`config.mk`:
```
export PLATFORM = sky130hd
export DESIGN_NAME = flash_cmd_decoder
export DESIGN_NICKNAME = d
export VERILOG_FILES = /design/src/rtl/fcd_pkg.sv /design/src/rtl/fcd_cycle_match.sv /design/src/rtl/fcd_seq_fsm.sv /design/src/rtl/fcd_op_latch.sv /design/src/rtl/fcd_id_rom.sv /design/src/rtl/flash_cmd_decoder.sv
export SDC_FILE = /design/constraint.sdc
export NUM_CORES = 1
export LEC_CHECK = 0
export CAP_MARGIN = 20
export CORE_UTILIZATION = 42
export CTS_CLUSTER_DIAMETER = 30
export DETAILED_ROUTE_END_ITERATION = 12
export PLACE_DENSITY = 0.86
export SLEW_MARGIN = 30
export SYNTH_ARGS = -nofsm -noshare
export SYNTH_HDL_FRONTEND = slang
export SYNTH_SLANG_ARGS = --single-unit
```
`constraint.sdc`:
```
create_clock -name clk -period 3 [get_ports clk]
set_input_delay 0.6 -clock clk [delete_from_list [all_inputs] [get_ports clk]]
set_output_delay 0.6 -clock clk [all_outputs]
set_load 0.02 [all_outputs]
```
`src/rtl/fcd_pkg.sv`:
```
// Shared types and command codes for the flash command decoder.
// Assumes 8-bit data; address widths are set by module parameters.
package fcd_pkg;

    typedef enum logic [1:0] {
        OP_NONE = 2'd0,
        OP_PROG = 2'd1,
        OP_SECT = 2'd2,
        OP_BANK = 2'd3
    } op_kind_t;

    typedef enum logic [2:0] {
        ST_IDLE,
        ST_UNL1,
        ST_UNL2,
        ST_PROG,
        ST_ERA3,
        ST_ERA4,
        ST_ERA5
    } seq_st_t;

    localparam logic [15:0] KEY_ADDR_A = 16'h5555;
    localparam logic [15:0] KEY_ADDR_B = 16'h2AAA;

    localparam logic [7:0] CD_UNL_A  = 8'hAA;
    localparam logic [7:0] CD_UNL_B  = 8'h55;
    localparam logic [7:0] CD_PROG   = 8'hA0;
    localparam logic [7:0] CD_ERASE  = 8'h80;
    localparam logic [7:0] CD_ID_IN  = 8'h90;
    localparam logic [7:0] CD_ID_OUT = 8'hF0;
    localparam logic [7:0] CD_SECT   = 8'h30;
    localparam logic [7:0] CD_BANK   = 8'h10;

    localparam logic [7:0] ID_MFR = 8'hBF;
    localparam logic [7:0] ID_DEV = 8'h19;

    // Per-write decode flags produced by the cycle matcher
    typedef struct packed {
        logic at_a;
        logic at_b;
        logic unl_a;
        logic unl_b;
        logic prog;
        logic erase;
        logic id_in;
        logic id_out;
        logic sect;
        logic bank;
    } cyc_match_t;

endpackage

```
`src/rtl/fcd_cycle_match.sv`:
```
// Decodes one bus write against the command address keys and code bytes.
// Assumes only the low MATCH_W address bits take part in key matching.
module fcd_cycle_match
    import fcd_pkg::*;
#(
    parameter int MATCH_W = 15,
    parameter int DATA_W  = 8
) (
    input  logic [MATCH_W-1:0] addr_lo,
    input  logic [DATA_W-1:0]  data,
    output cyc_match_t         m
);
    localparam logic [MATCH_W-1:0] KA = KEY_ADDR_A[MATCH_W-1:0];
    localparam logic [MATCH_W-1:0] KB = KEY_ADDR_B[MATCH_W-1:0];

    // Compare address and data against every known key and code
    always_comb begin
        m.at_a   = (addr_lo == KA);
        m.at_b   = (addr_lo == KB);
        m.unl_a  = (data == CD_UNL_A);
        m.unl_b  = (data == CD_UNL_B);
        m.prog   = (data == CD_PROG);
        m.erase  = (data == CD_ERASE);
        m.id_in  = (data == CD_ID_IN);
        m.id_out = (data == CD_ID_OUT);
        m.sect   = (data == CD_SECT);
        m.bank   = (data == CD_BANK);
    end
endmodule

```
`src/rtl/fcd_seq_fsm.sv`:
```
// Sequence tracker: advances one step for each accepted write, aborts to
// idle on a mismatch, and holds all state while busy is high.
// Owns the identification-mode flag. Launch outputs are combinational.
module fcd_seq_fsm
    import fcd_pkg::*;
(
    input  logic       clk,
    input  logic       rst_n,
    input  logic       wr_valid,
    input  logic       busy,
    input  cyc_match_t m,
    output logic       launch,
    output op_kind_t   launch_kind,
    output logic       id_mode
);
    seq_st_t st_q, st_d;
    logic    id_d;
    logic    take;

    assign take = wr_valid && !busy;

    // Next-state, launch and ID-flag decision for the current write
    always_comb begin
        st_d        = st_q;
        id_d        = id_mode;
        launch      = 1'b0;
        launch_kind = OP_NONE;
        if (take) begin
            st_d = ST_IDLE;
            unique case (st_q)
                ST_IDLE: if (m.at_a && m.unl_a) st_d = ST_UNL1;
                ST_UNL1: if (m.at_b && m.unl_b) st_d = ST_UNL2;
                ST_UNL2: begin
                    if (m.at_a && m.prog)       st_d = ST_PROG;
                    else if (m.at_a && m.erase) st_d = ST_ERA3;
                    else if (m.at_a && m.id_in) id_d = 1'b1;
                end
                ST_PROG: begin
                    launch      = 1'b1;
                    launch_kind = OP_PROG;
                end
                ST_ERA3: if (m.at_a && m.unl_a) st_d = ST_ERA4;
                ST_ERA4: if (m.at_b && m.unl_b) st_d = ST_ERA5;
                ST_ERA5: begin
                    if (m.sect) begin
                        launch      = 1'b1;
                        launch_kind = OP_SECT;
                    end else if (m.at_a && m.bank) begin
                        launch      = 1'b1;
                        launch_kind = OP_BANK;
                    end
                end
                default: st_d = ST_IDLE;
            endcase
            // Any F0h write leaves ID mode, except a program target byte
            if (m.id_out && st_q != ST_PROG) begin
                id_d = 1'b0;
                st_d = ST_IDLE;
            end
        end
    end

    // State and ID flag registers
    always_ff @(posedge clk) begin
        if (!rst_n) begin
            st_q    <= ST_IDLE;
            id_mode <= 1'b0;
        end else begin
            st_q    <= st_d;
            id_mode <= id_d;
        end
    end
endmodule

```
`src/rtl/fcd_op_latch.sv`:
```
// Registers the launch strobe and the operation record for the timer.
// Erase addresses are reduced to a sector base or to zero here.
module fcd_op_latch
    import fcd_pkg::*;
#(
    parameter int ADDR_W = 18,
    parameter int DATA_W = 8,
    parameter int SECT_W = 12
) (
    input  logic              clk,
    input  logic              rst_n,
    input  logic              launch,
    input  op_kind_t          kind,
    input  logic [ADDR_W-1:0] addr,
    input  logic [DATA_W-1:0] data,
    output logic              op_start,
    output op_kind_t          op_kind,
    output logic [ADDR_W-1:0] op_addr,
    output logic [DATA_W-1:0] op_data
);
    localparam logic [ADDR_W-1:0] SECT_MASK = {{(ADDR_W-SECT_W){1'b1}}, {SECT_W{1'b0}}};

    logic [ADDR_W-1:0] tgt_addr;

    // Pick the target address the timer should see for this kind
    always_comb begin
        unique case (kind)
            OP_SECT: tgt_addr = addr & SECT_MASK;
            OP_BANK: tgt_addr = '0;
            default: tgt_addr = addr;
        endcase
    end

    // Single-clock strobe plus held operation record
    always_ff @(posedge clk) begin
        if (!rst_n) begin
            op_start <= 1'b0;
            op_kind  <= OP_NONE;
            op_addr  <= '0;
            op_data  <= '0;
        end else begin
            op_start <= launch;
            if (launch) begin
                op_kind <= kind;
                op_addr <= tgt_addr;
                op_data <= data;
            end
        end
    end
endmodule

```
`src/rtl/fcd_id_rom.sv`:
```
// Identification byte source for the read path: manufacturer byte at
// address 0, device byte at address 1, zero elsewhere or when not in ID mode.
module fcd_id_rom
    import fcd_pkg::*;
#(
    parameter int ADDR_W = 18,
    parameter int DATA_W = 8
) (
    input  logic              id_mode,
    input  logic [ADDR_W-1:0] rd_addr,
    output logic [DATA_W-1:0] id_rd_data
);
    // Address-indexed ID byte lookup
    always_comb begin
        id_rd_data = '0;
        if (id_mode) begin
            if (rd_addr == ADDR_W'(0))      id_rd_data = ID_MFR;
            else if (rd_addr == ADDR_W'(1)) id_rd_data = ID_DEV;
        end
    end
endmodule

```
`src/rtl/flash_cmd_decoder.sv`:
```
// Top level: protected command sequence decoder for a NOR-style flash bank.
// Assumes wr_valid is a one-clock pulse per completed bus write and that
// busy is driven by the operation timer for the length of each operation.
module flash_cmd_decoder
    import fcd_pkg::*;
#(
    parameter int ADDR_W  = 18,
    parameter int DATA_W  = 8,
    parameter int MATCH_W = 15,
    parameter int SECT_W  = 12
) (
    input  logic              clk,
    input  logic              rst_n,
    input  logic              wr_valid,
    input  logic [ADDR_W-1:0] wr_addr,
    input  logic [DATA_W-1:0] wr_data,
    input  logic              busy,
    input  logic [ADDR_W-1:0] rd_addr,
    output logic              op_start,
    output logic [1:0]        op_kind,
    output logic [ADDR_W-1:0] op_addr,
    output logic [DATA_W-1:0] op_data,
    output logic              id_mode,
    output logic [DATA_W-1:0] id_rd_data
);
    cyc_match_t match;
    logic       launch;
    op_kind_t   launch_kind;
    op_kind_t   kind_q;

    fcd_cycle_match #(.MATCH_W(MATCH_W), .DATA_W(DATA_W)) u_match (
        .addr_lo (wr_addr[MATCH_W-1:0]),
        .data    (wr_data),
        .m       (match)
    );

    fcd_seq_fsm u_fsm (
        .clk         (clk),
        .rst_n       (rst_n),
        .wr_valid    (wr_valid),
        .busy        (busy),
        .m           (match),
        .launch      (launch),
        .launch_kind (launch_kind),
        .id_mode     (id_mode)
    );

    fcd_op_latch #(.ADDR_W(ADDR_W), .DATA_W(DATA_W), .SECT_W(SECT_W)) u_latch (
        .clk      (clk),
        .rst_n    (rst_n),
        .launch   (launch),
        .kind     (launch_kind),
        .addr     (wr_addr),
        .data     (wr_data),
        .op_start (op_start),
        .op_kind  (kind_q),
        .op_addr  (op_addr),
        .op_data  (op_data)
    );

    assign op_kind = kind_q;

    fcd_id_rom #(.ADDR_W(ADDR_W), .DATA_W(DATA_W)) u_id (
        .id_mode    (id_mode),
        .rd_addr    (rd_addr),
        .id_rd_data (id_rd_data)
    );
endmodule

```
==> metrics.cfg, run 1 <==
[logic_synthesis]
synth_cell_types=45
syn_nets=240
mappedNetlistArea_mm2=0.001592
yosysWarnings=0
syn-mean-instance-area_um2=8.289
synth_top_area_cell=dfxtp_1
synth_ff_type=dfxtp_1
synth-edff-count=0
seq_area_frac_synth_pct=41.51
syn_inst=192
synthTopCellsByCount=nand2_1, dfxtp_1, nor2_1, a21oi_1, nand3_1
synth_area_leaders=dfxtp_1, nand2_1, a21oi_1
ys_ff_latch=33
synthArstFlopShare_pct=0
yosys.cell_count.top_type=nand2_1
synth.top_cell.area_share_pct=41.51

[power_and_ir_drop]
power_density_mw_per_mm2=343.2
ir_drop_mv=0.2214
p_leak_nw=0.9402

[setup_path]
cp_max_fo=4
crit_arrival_ns=2.23
r2r_cells=5
worstSetupStartpointType=input port
timing.rr.start=u_fsm.st_q[0]
cp.required_ns=2.40
critPathCaptureType=output port
rrSetupSlack_ns=1.22
crit_type=input port to output port
worstReg2RegEnd=u_latch.op_addr[2]

[place]
io_buffer_count=84
pre_cts_slack_ns=-0.1116
dpl.hpwl_mm=3.350
gp_congestion=0.9039
dp.cells=314

[finish]
syn_to_final_growth_pct=59.36
stdcell_count=321
drive_above_1_share_pct=7.636
antenna_cells=0
final_nets=323

[worst_hold_path]
hp-start=u_latch.op_addr[11]
holdPathEnd=u_latch.op_addr[11]
hold_path.class=flip-flop to flip-flop
whs_path_depth=2

[global_route]
grt_overflow_total=0
antenna_found_initial=0
grt_pass1_vias=1656
grt_first_pass_wirelength_mm=7.245
grt_max_degree=24
grt_usage_pct=22.62

[cts]
cts-buffers-inserted=5
cts_root_buf=clkbuf_8
post-cts-setup-buffer-count=0
clk_latency_ns=0.28
clkSlewWorstSetupHoldPaths_ns=0.06
htreeDepth=2
clockBufferDepth=2
cts_tree=done
cts.sinks=33

[die]
fp-row-count=21
start_util_pct=45.89
io_pins=86
die-area_mm2=0.004039
die_y_um=63.56
die_w_um=63.56
coreArea_mm2=0.003468

[timing]
finalCritPeriodShare_pct=94.33
setup_ws_ns=0.1700
hold_violations=0
finClkSkew_ns=0.003634
fin_crit_ns=2.830
rsz0062_at_grt=no
max_freq_mhz=353.4
drv_slew=0
finalSetupViolations=0

[run]
max-cap-violations=0

[route]
firstDrtPassIters=4
drt-wirelength-per-cell_um=13.74
viasPerCell=5.305
drc=0
drtIter0Drc=97
dr_total_vias=1703
ant_nets=0
finalWirelength_mm=4.409

[status]
status=finished, final reports clean

[state kept, by name (all words and copies together) (netlist names)]
register / flops
u_latch.op_addr: 18
u_latch.op_data: 8
u_fsm.st_q: 3
u_latch.op_kind: 2
u_fsm.id_mode: 1
u_latch.op_start: 1
[per-layer routing]
layer	part of all wire, %	track usage [%]
met4	0.091	8.239
met1	43	26.28
met2	49	39.49
met3	8.1	5.797
met5	0	0
[cells in the final DEF, fill, tap and decap left out, drive strengths merged, types with 2 or more instances in the layout]
master,n
a21oi,13
and4bb,3
buf,6
clkbuf,7
clkdlybuf4s50,77
dfxtp,33
dlygate4sd2,4
dlymetal6s2s,3
mux2i,6
nand2,38
nand2b,2
nand3,12
nand4,6
nor2,16
nor2b,4
nor3,4
nor4,4
nor4bb,3
o21ai,11
[cells by family (layout without fill, tap and decap cells)]
logic type,Yosys count,count (layout),synth area share (%)
multiplexers,6,6,3.774
AND/OR/NAND/NOR,104,104,35.85
other,1,1,0.2356
buffers and inverters,15,98,5.739
AO/OA/AOI/OAI,33,33,12.89
flip-flops,33,33,41.51
[power by group]
| group | switching (mW) | internal, mW | total [mW] |
|---|---|---|---|
| Combinational | 0.0397 | 0.0653 | 0.105 |
| Clock | 0.146 | 0.182 | 0.327 |
| Sequential | 0.00000000149 | 0.438 | 0.438 |
[critical path, cell delays in order]
cell             delay [ns]
clkdlybuf4s50_1        0.41
nor4_1                 0.33
nand4_1                0.19
nor3_1                 0.22
buf_4                  0.15
dlygate4sd2_1          0.34
[worst max path at each step]
stage,end,slack [ns],cells past startpoint,startpoint
detailed placement,id_rd_data[2],-0.11,6,rd_addr[17]
CTS,id_rd_data[4],0.02,5,rd_addr[17]
floorplan,id_rd_data[2],0.38,3,rd_addr[7]
finish,id_rd_data[2],0.17,6,rd_addr[10]
global placement,id_rd_data[2],-0.02,5,rd_addr[7]
global route,id_rd_data[1],0.09,6,rd_addr[17]
[layout make-up]
class | count | area (um2)
fillers | 282 | 932.1
repair buffers | 90 | 888.4
multi-input cells | 144 | 839.6
flip-flops and latches | 33 | 660.6
clock buffers | 7 | 86.33
well taps | 46 | 57.56
inverters | 1 | 3.754
[per-stage QoR]
| step | util (%) | cell area [um2] | setup TNS (ns) | power (mW) | hold WS (ns) |
|---|---|---|---|---|---|
| 2_1_floorplan | - | 1592 | 0 | 0.4750 | 0.4954 |
| 3_3_place_gp | 70.56 | 2447 | -0.06150 | 0.5506 | 0.4449 |
| 3_5_place_dp | 70.56 | 2447 | -0.4000 | 0.5526 | 0.4479 |
| 4_1_cts | 72.91 | 2529 | 0 | 0.8792 | 0.4557 |
| 5_1_grt | 73.12 | 2536 | 0 | 0.9102 | 0.4837 |
| 6_report | 73.12 | 2536 | 0 | 0.8704 | 0.4542 |
[timing repair]
action,CTS,global route
gates resized for setup,4,3
hold endpoints to repair,0,0
hold buffers,0,0
cloned,0,0
endpoints found under the setup margin,4,3
Power figures use the tool's default switching activity.
==> run 2: changes to the inputs <==
--- a/config.mk
+++ b/config.mk
@@ -6,10 +6,11 @@
 export NUM_CORES = 1
 export LEC_CHECK = 0
 export CAP_MARGIN = 20
-export CORE_UTILIZATION = 42
+export CORE_UTILIZATION = 43
+export CTS_BUF_LIST = sky130_fd_sc_hd__clkbuf_8
 export CTS_CLUSTER_DIAMETER = 30
 export DETAILED_ROUTE_END_ITERATION = 12
-export PLACE_DENSITY = 0.86
+export PLACE_DENSITY = 0.87
 export SLEW_MARGIN = 30
 export SYNTH_ARGS = -nofsm -noshare
 export SYNTH_HDL_FRONTEND = slang
==> run 2 against run 1 <==
Against the previous run:
- non-clock buffer count unchanged
- first-iteration DRC count down 15%
- clock skew up 0.0037 ns
- die area down 2.3%
- register-to-register slack about the same
- global-route usage down 0.12 points
- fmax up 2.1%
- critical path type unchanged
- critical endpoint unchanged
==> metrics.cfg, run 2 (same netlist as run 1, synthesis figures left out) <==
[cts]
clk_latency_ns=0.29  ; about the same
cts-buffers-inserted=5  ; unchanged
cts.sinks=33  ; unchanged
clkSlewWorstSetupHoldPaths_ns=0.07  ; about the same
post-cts-setup-buffer-count=0  ; unchanged
holdBufCountCts=0  ; unchanged
clockBufferDepth=2  ; unchanged
cts_root_buf=clkbuf_8
htreeDepth=2  ; unchanged
cts_tree=done

[power_and_ir_drop]
power_frac_seq_pct=50.9  ; +0.6 points
p_sw_share_pct=23.24  ; +2.0 points
p_sw_uw=199.9  ; +7.9%
power_report.internal_total_uw=660.4  ; -3.6%
p_clk_share_pct=36.8  ; -0.8 points
power_density_mw_per_mm2=339.4  ; -1.1%
ir_drop_mv=0.2464  ; +11%
p_total_uw=860.2  ; -1.2%
p_comb_share_pct=12.3  ; +0.2 points
p_leak_nw=0.9314  ; -0.94%

[global_route]
antenna_found_initial=0  ; unchanged
grt_usage_pct=22.50  ; -0.12 points
grt_pass1_vias=1596  ; -3.6%
grt_first_pass_wirelength_mm=6.982  ; -3.6%
grt_max_degree=24  ; unchanged
grt_overflow_total=0  ; unchanged

[finish]
largestRegisters=u_latch.op_addr (18), u_latch.op_data (8), u_fsm.st_q (3)
final_nets=323  ; unchanged
layout_common_cells=clkdlybuf4s50_1, nand2_1, dfxtp_1
final_util_pct=73.65  ; +0.52 points
largest_register_ffs=18  ; unchanged
syn_to_final_growth_pct=59.28  ; about the same
antenna_cells=0  ; unchanged
drive_above_1_share_pct=8.333  ; +0.70 points
final_common_cell=clkdlybuf4s50_1
top_register=u_latch.op_addr

[route]
finalWirelength_mm=4.404  ; -0.11%
drtIter0Drc=82  ; -15%
ant_nets=0  ; unchanged
drt-wirelength-per-cell_um=13.68  ; -0.42%
firstDrtPassIters=4  ; unchanged
dr_total_vias=1703  ; unchanged
viasPerCell=5.289  ; -0.31%
drc=0  ; unchanged

[place]
pre_cts_slack_ns=-0.09891  ; +0.01268 ns
io_buffer_count=84  ; unchanged
gp_congestion=0.8734  ; -3.4%
dpl.hpwl_mm=3.295  ; -1.6%

[die]
io_pins=86  ; unchanged
die_y_um=62.84  ; -1.1%
die-area_mm2=0.003948  ; -2.3%
fp-row-count=21  ; unchanged
start_util_pct=46.24  ; +0.35 points
die_w_um=62.84  ; -1.1%
coreArea_mm2=0.003442  ; -0.76%

[setup_path]
cp_slowest_cell=or4_1
cp.required_ns=2.40  ; about the same
cp_max_fo=4  ; unchanged
path_delay_family=buffers and inverters
worstSetupStartpointType=input port
worst-path-buf-inv=3  ; unchanged
critPathMaxStageDelay_ns=0.55  ; +0.14 ns
crit_arrival_ns=2.17  ; -0.06 ns
cp_cell_sequence=clkdlybuf4s50_1 > or4_1 > nor3_1 > buf_4 > dlygate4sd2_1
crit_type=input port to output port
critPathCaptureType=output port

[worst_hold_path]
hold_path.class=flip-flop to flip-flop

[timing]
drv_slew=0  ; unchanged
max_freq_mhz=360.7  ; +2.1%
finalSetupViolations=0  ; unchanged
hold_violations=0  ; unchanged
fin_crit_ns=2.772  ; -0.05782 ns
finClkSkew_ns=0.007346  ; +0.003712 ns
setup_ws_ns=0.2278  ; +0.05782 ns
tightest_slew_ns=0.5104
slew_headroom_pct=65.10
rsz0062_at_grt=no
finalCritPeriodShare_pct=92.41  ; -1.9 points

[run]
max-cap-violations=0  ; unchanged

[status]
status=finished, final reports clean

[run 2: cell count changes in the layout (fill, tap and decap cells not counted), sizes merged]
| cell | change |
|---|---|
| clkinv | +2 |
| clkbuf | -2 |
| dlygate4sd2 | +1 |
| dlymetal6s2s | -1 |
| inv | +1 |
[run 2: worst paths after layout]
check                                   startpoint                 end  slack (ns)  depth (start not counted)
worst max-delay path                    rd_addr[7]       id_rd_data[2]        0.23                          5
worst min-delay path            u_latch.op_addr[5]  u_latch.op_addr[5]        0.46                          2
worst max register to register       u_fsm.st_q[0]  u_latch.op_addr[2]        1.22                          5
worst min register to register  u_latch.op_addr[5]  u_latch.op_addr[5]        0.46                          2
[run 2: timing repair]
action / CTS / global route
gates resized for setup: 5 / 3
setup endpoints to repair: 7 / 6
pin swaps: 1 / 0
[run 2: stage by stage]
step	hold slack (ns)	TNS [ns]	area [um2]	instances
2_1_floorplan	0.4954	0	1592	192
3_3_place_gp	0.4448	-0.02949	2447	314
4_1_cts	0.4588	0	2524	322
3_5_place_dp	0.4494	-0.4106	2447	314
6_report	0.4565	0	2535	322
5_1_grt	0.4758	0	2535	322
[run 2: layout make-up]
class / instances / area [um2]
clock buffer: 5 / 68.82
clock inverter: 3 / 13.76
fill: 272 / 907.1
inverter: 1 / 3.754
multi-input combinational: 144 / 845.8
sequential: 33 / 660.6
tap: 46 / 57.56
timing repair buffer: 90 / 884.6
[run 2: worst reg2reg max path: cells and delay by family (launching register included)]
kind / cells / cell delay, ns
AND/OR/NAND/NOR: 4 / 1.18
flip-flops: 1 / 0.37
AO/OA/AOI/OAI: 1 / 0.10
[run 2: power by group through the flow]
| stage | clock network (mW) | registers [mW] | logic [mW] |
|---|---|---|---|
| 2_1_floorplan | 0 | 0.448 | 0.0271 |
| 3_3_place_gp | 0 | 0.448 | 0.103 |
| 3_5_place_dp | 0 | 0.448 | 0.104 |
| 4_1_cts | 0.322 | 0.438 | 0.105 |
| 5_1_grt | 0.345 | 0.438 | 0.113 |
| 6_report | 0.317 | 0.438 | 0.106 |
[run 2: layer usage]
metal / GRT usage [%] / share of wire (%) / wire length (um)
met5: 0 / 0 / 0
met4: 8.721 / 1.8 / 79
met3: 8.577 / 10 / 440
met2: 39.81 / 48 / 2108
met1: 23.91 / 40 / 1775
